--- src/rtl/hp_edge_sync.sv ---
module hp_edge_sync #(
  parameter int STAGES = 2
) (
  input  logic clk,
  input  logic rst,
  input  logic async_in,
  output logic level,
  output logic fall
);
  logic [STAGES-1:0] sync_q;
  logic              last_q;

  always_ff @(posedge clk) begin
    if (rst) begin
      sync_q <= '0;
      last_q <= 1'b0;
    end else begin
      sync_q <= {sync_q[STAGES-2:0], async_in};
      last_q <= sync_q[STAGES-1];
    end
  end

  assign level = sync_q[STAGES-1];
  assign fall  = last_q & ~sync_q[STAGES-1];
endmodule

--- src/rtl/hp_xfer_ctrl.sv ---
module hp_xfer_ctrl #(
  parameter int DATA_W = 8
) (
  input  logic              clk,
  input  logic              rst,
  input  logic              fall,
  input  logic              wide_mode,
  input  logic              rd_nwr,
  input  logic              sel_data,
  input  logic [DATA_W-1:0] bus_in,
  output logic              nib_lo,
  output logic              wr_commit,
  output logic              instr_wr,
  output logic              data_wr,
  output logic              data_rd,
  output logic [DATA_W-1:0] wr_byte
);
  localparam int NIB_W = DATA_W / 2;

  logic [NIB_W-1:0] hi_q;
  logic             last_half;

  assign last_half = wide_mode | nib_lo;
  assign wr_commit = fall & ~rd_nwr & last_half;

  always_ff @(posedge clk) begin
    if (rst) begin
      nib_lo   <= 1'b0;
      hi_q     <= '0;
      instr_wr <= 1'b0;
      data_wr  <= 1'b0;
      data_rd  <= 1'b0;
      wr_byte  <= '0;
    end else begin
      instr_wr <= 1'b0;
      data_wr  <= 1'b0;
      data_rd  <= 1'b0;
      if (wide_mode) nib_lo <= 1'b0;
      if (fall) begin
        if (!wide_mode) nib_lo <= ~nib_lo;
        if (!rd_nwr) begin
          if (wide_mode)    wr_byte <= bus_in;
          else if (!nib_lo) hi_q    <= bus_in[DATA_W-1 -: NIB_W];
          else              wr_byte <= {hi_q, bus_in[DATA_W-1 -: NIB_W]};
        end
        if (last_half) begin
          if (!rd_nwr) begin
            instr_wr <= ~sel_data;
            data_wr  <= sel_data;
          end else begin
            data_rd  <= sel_data;
          end
        end
      end
    end
  end
endmodule

--- src/rtl/hp_busy_flag.sv ---
module hp_busy_flag (
  input  logic clk,
  input  logic rst,
  input  logic set_i,
  input  logic clr_i,
  output logic busy
);
  always_ff @(posedge clk) begin
    if (rst)        busy <= 1'b0;
    else if (set_i) busy <= 1'b1;
    else if (clr_i) busy <= 1'b0;
  end
endmodule

--- src/rtl/hp_read_path.sv ---
module hp_read_path #(
  parameter int DATA_W = 8
) (
  input  logic              clk,
  input  logic              rst,
  input  logic              e_hi,
  input  logic              rd_nwr,
  input  logic              sel_data,
  input  logic              wide_mode,
  input  logic              nib_lo,
  input  logic              busy,
  input  logic [DATA_W-2:0] addr_cnt,
  input  logic [DATA_W-1:0] rd_byte,
  output logic [DATA_W-1:0] bus_out,
  output logic              bus_oe
);
  localparam int NIB_W = DATA_W / 2;

  logic [DATA_W-1:0] word;
  logic [DATA_W-1:0] shaped;
  logic              driving;

  assign driving = e_hi & rd_nwr;

  always_comb begin
    word = sel_data ? rd_byte : {busy, addr_cnt};
    if (wide_mode)   shaped = word;
    else if (nib_lo) shaped = {word[NIB_W-1:0], {NIB_W{1'b0}}};
    else             shaped = {word[DATA_W-1 -: NIB_W], {NIB_W{1'b0}}};
  end

  always_ff @(posedge clk) begin
    if (rst) begin
      bus_out <= '0;
      bus_oe  <= 1'b0;
    end else begin
      bus_oe  <= driving;
      bus_out <= driving ? shaped : '0;
    end
  end
endmodule

--- src/rtl/lcd_host_port.sv ---
module lcd_host_port #(
  parameter int DATA_W      = 8,
  parameter int SYNC_STAGES = 2
) (
  input  logic              clk,
  input  logic              rst,
  input  logic              en,
  input  logic              sel_data,
  input  logic              rd_nwr,
  input  logic              wide_mode,
  input  logic [DATA_W-1:0] bus_in,
  output logic [DATA_W-1:0] bus_out,
  output logic              bus_oe,
  input  logic [DATA_W-2:0] addr_cnt,
  input  logic [DATA_W-1:0] rd_byte,
  input  logic              core_done,
  output logic              instr_wr,
  output logic              data_wr,
  output logic              data_rd,
  output logic [DATA_W-1:0] wr_byte
);
  logic e_hi;
  logic e_fall;
  logic nib_lo;
  logic wr_commit;
  logic busy_q;

  hp_edge_sync #(.STAGES(SYNC_STAGES)) u_sync (
    .clk(clk), .rst(rst), .async_in(en), .level(e_hi), .fall(e_fall)
  );

  hp_xfer_ctrl #(.DATA_W(DATA_W)) u_xfer (
    .clk(clk), .rst(rst), .fall(e_fall), .wide_mode(wide_mode),
    .rd_nwr(rd_nwr), .sel_data(sel_data), .bus_in(bus_in),
    .nib_lo(nib_lo), .wr_commit(wr_commit), .instr_wr(instr_wr),
    .data_wr(data_wr), .data_rd(data_rd), .wr_byte(wr_byte)
  );

  hp_busy_flag u_busy (
    .clk(clk), .rst(rst), .set_i(wr_commit), .clr_i(core_done), .busy(busy_q)
  );

  hp_read_path #(.DATA_W(DATA_W)) u_rd (
    .clk(clk), .rst(rst), .e_hi(e_hi), .rd_nwr(rd_nwr), .sel_data(sel_data),
    .wide_mode(wide_mode), .nib_lo(nib_lo), .busy(busy_q),
    .addr_cnt(addr_cnt), .rd_byte(rd_byte), .bus_out(bus_out), .bus_oe(bus_oe)
  );
endmodule

--- config.mk ---
export PLATFORM = sky130hd
export DESIGN_NAME = lcd_host_port
export DESIGN_NICKNAME = d
export VERILOG_FILES = /design/src/rtl/hp_edge_sync.sv /design/src/rtl/hp_xfer_ctrl.sv /design/src/rtl/hp_busy_flag.sv /design/src/rtl/hp_read_path.sv /design/src/rtl/lcd_host_port.sv
export SDC_FILE = /design/constraint.sdc
export NUM_CORES = 1
export LEC_CHECK = 0
export ABC_AREA = 1
export BUFFER_PORTS_ARGS = -buffer_cell sky130_fd_sc_hd__buf_2
export CELL_PAD_IN_SITES_DETAIL_PLACEMENT = 1
export CELL_PAD_IN_SITES_GLOBAL_PLACEMENT = 2
export CORE_MARGIN = 5
export CORE_UTILIZATION = 23
export CTS_BUF_LIST = sky130_fd_sc_hd__clkbuf_2 sky130_fd_sc_hd__clkbuf_4 sky130_fd_sc_hd__clkbuf_8
export DETAILED_ROUTE_END_ITERATION = 6
export PLACE_DENSITY_LB_ADDON = 0.1
export RECOVER_POWER = 100
export SLEW_MARGIN = 20
export SYNTH_ARGS = -nofsm -noshare
export SYNTH_HDL_FRONTEND = slang
export SYNTH_SLANG_ARGS = --single-unit
--- constraint.sdc ---
create_clock -name clk -period 1.05 [get_ports clk]
set_input_delay 0.2625 -clock clk [delete_from_list [all_inputs] [get_ports clk]]
set_output_delay 0.2625 -clock clk [all_outputs]
set_load 0.03 [all_outputs]
==> results.ini <==
[setup_path]
worstPathArrival_ps = 1230
r2r_start = u_sync.last_q
cp_slowest_cell = dfxtp_2
path_cells = inv_2, nor2_4, buf_6, nand3_4, nor2_2, nor2_1
critical-path-top-delay-family = simple AND/OR/NAND/NOR gates
cp_slowest_stage_delay_ps = 330
worstPathRequired_ps = 1220
crit_path_end_kind = flip-flop
setup.worst_path.class = flip-flop to flip-flop
rr_worst_depth = 6
rr_endpoint = u_xfer.wr_byte[7]
cp.depth = 6
r2r_setup_slack_ps = -10
crit_buf_inv = 2
path_max_fanout = 8
start_kind = flip-flop
crit_start = u_sync.last_q

[clock_network]
clockRootBuffer = clkbuf_8
clk_path_buf_depth = 2
cts.sinks = 29
cts_buffers = 5
htreeDepth = 2
path_clk_slew_ps = 60
cts_tree = done
clock_latency_ps = 280

[finish]
nFillCells = 676
synthToLayoutAreaGrowth_pct = 58.6
finish.utilization_pct = 37.8
mostFrequentLayoutCells = nand2_1, buf_2, nor2_1
fin_nets = 274
n_antenna_cell = 0
drive_gt1_share_pct = 48.2
layout_commonest_cell = nand2_1

[global_route]
grt_pass1_vias = 1431
grt-ovfl-total = 0
grt_pass1_wl_mm = 6.55
grt_max_degree = 17
antenna_found_initial = 0
grt_usage_pct = 11.9

[sta]
setup_viol = 2
slew_headroom_pct = 84.1
finalHoldViolations = 0
finalClockSkew_ps = 4.38
whs_ps = 171
worst_slew_pin_slew_ps = 238
rsz0062_at_grt = yes
layout_min_cycle_time_ps = 1060
slew_violations = 0
setup_slack_ps = -12.2
min_period_over_period_pct = 101
fmax_ghz = 0.941

[power_and_ir_drop]
clkPwrFrac_pct = 40.5
sequentialPowerShare_pct = 47.7
netSwitchingFraction_pct = 24.5
peakVddDrop_uv = 573
p_leak_nw = 0.912
p_switching_mw = 0.579
powerDensity_nw_per_um2 = 1210
cellInternalPower_mw = 1.78
p_comb_share_pct = 11.9

[detailed_routing]
wl_met3_um = 276
wirelength_mm = 4.04
drc = 0
drt-met1-wl_mm = 1.67
detail-route-antenna-nets = 0
avgRoutedWirePerCell_um = 12.8
top_layer = met4
met2_length_mm = 2.03
first_pass_iters = 4
num_vias = 1329
drt_iter0_drc = 69
avgViaCountPerCell = 4.22

[synthesis]
yosysSeqAreaShare_pct = 47.3
ys_warn_count = 0
synth.area.mux_share_pct = 0
avgSynthCellArea_um2 = 6.89
synth.distinct_cells = 19
synth_compound_area_share_pct = 7.14
synthCells = 178
syn-num-nets = 208
synth_seq_cells = 29
synth_top_family_by_area = simple AND/OR/NAND/NOR gates
synth-simple-area-share_pct = 36.7
netlist_area_um2 = 1230
synth_xor_area_share_pct = 0
synthAdderAreaFrac_pct = 0

[floorplanning]
ioPinCount = 50
die_area_um2 = 6890
row_count = 26
die_h_um = 83.0
die_w_um = 83.0
initial_utilization_pct = 23.9
design.core.area_um2 = 5140

[placement]
dp_slack_ps = -44.0
dp_hpwl_mm = 3.06
portBuffers = 49
routabilityCongestion = 0.752

[hold_path]
hold_start = core_done
holdPathStages = 2
holdPathEnd = u_busy.busy
hold_path_class = input port to flip-flop

[run_status]
status = complete, but fails checks
violations = negative setup slack

[run]
cap_violations = 0

cell families (layout without fill, tap and decap cells):
group	count (synthesis)	in the layout
flops	29	29
compound gates	17	17
buf+inv	26	92
simple gates	106	107
through the flow:
| step | instances | power, mW | instance area, um2 | setup TNS, ps |
|---|---|---|---|---|
| 2_1_floorplan | 178 | 1.27 | 1230 | 0 |
| 3_3_place_gp | 303 | 1.39 | 1620 | -6.27 |
| 3_5_place_dp | 303 | 1.40 | 1620 | -294 |
| 4_1_cts | 311 | 2.40 | 1800 | 0 |
| 5_1_grt | 315 | 2.51 | 1940 | -894 |
| 6_report | 315 | 2.36 | 1940 | -16.5 |
state kept, by name, summed over array words and instances (netlist names), 2 cells and up:
name / count
u_rd.bus_out: 8
u_xfer.wr_byte: 8
u_xfer.hi_q: 4
u_sync.sync_q: 2
Yosys cell counts:
master,number,area (um2)
a211oi_1,1,7.51
a21oi_1,7,35.0
buf_2,2,10.0
buf_6,1,11.3
clkbuf_1,1,3.75
dfxtp_1,29,581
inv_1,16,60.1
inv_2,6,22.5
nand2_1,53,199
nand2_2,1,6.26
nand3_1,7,35.0
nand3_4,1,17.5
nand4_1,4,25.0
nor2_1,35,131
nor2_2,3,18.8
nor2_4,1,11.3
o21ai_0,8,40.0
o21ai_1,1,5.00
or2_1,1,6.26
routing by layer:
| metal | global-route usage, % | up-vias |
|---|---|---|
| li1 | - | 677 |
| met4 | 4.90 | 0 |
| met5 | 0 | - |
| met3 | 5.05 | 6 |
| met2 | 20.7 | 39 |
| met1 | 12.6 | 607 |
layout make-up:
cell class / count / area (um2) / area share, %
Clock buffer: 8 / 91.3 / 4.70
Inverter: 22 / 82.6 / 4.25
Multi-Input combinational cell: 124 / 631 / 32.4
Sequential cell: 29 / 598 / 30.8
Tap cell: 70 / 87.6 / 4.50
Timing Repair Buffer: 62 / 454 / 23.4
power groups by stage:
stage	Clock, mW	Sequential (mW)	Combinational, mW
floorplan	0	1.16	0.109
global placement	0	1.15	0.245
detailed placement	0	1.15	0.249
CTS	1.01	1.12	0.257
global route	1.06	1.13	0.317
finish	0.956	1.13	0.280
worst max path at each step:
stage	slack [ps]	endpoint
3_5_place_dp	-40	u_xfer.wr_byte[4]
3_3_place_gp	-6	u_xfer.wr_byte[3]
5_1_grt	-80	u_xfer.wr_byte[2]
4_1_cts	0.2	wr_byte[3]
2_1_floorplan	80	u_xfer.wr_byte[0]
6_report	-10	u_xfer.wr_byte[7]
repair_timing:
| action | 4_1_cts | 5_1_grt |
|---|---|---|
| setup buffers | 0 | 3 |
| resized for setup | 30 | 46 |
| cloned | 0 | 1 |
| pin swaps | 0 | 8 |
| endpoints found under the setup margin | 21 | 33 |
| hold buffers | 0 | 0 |
Note: power is estimated with default switching activity, not from simulation.
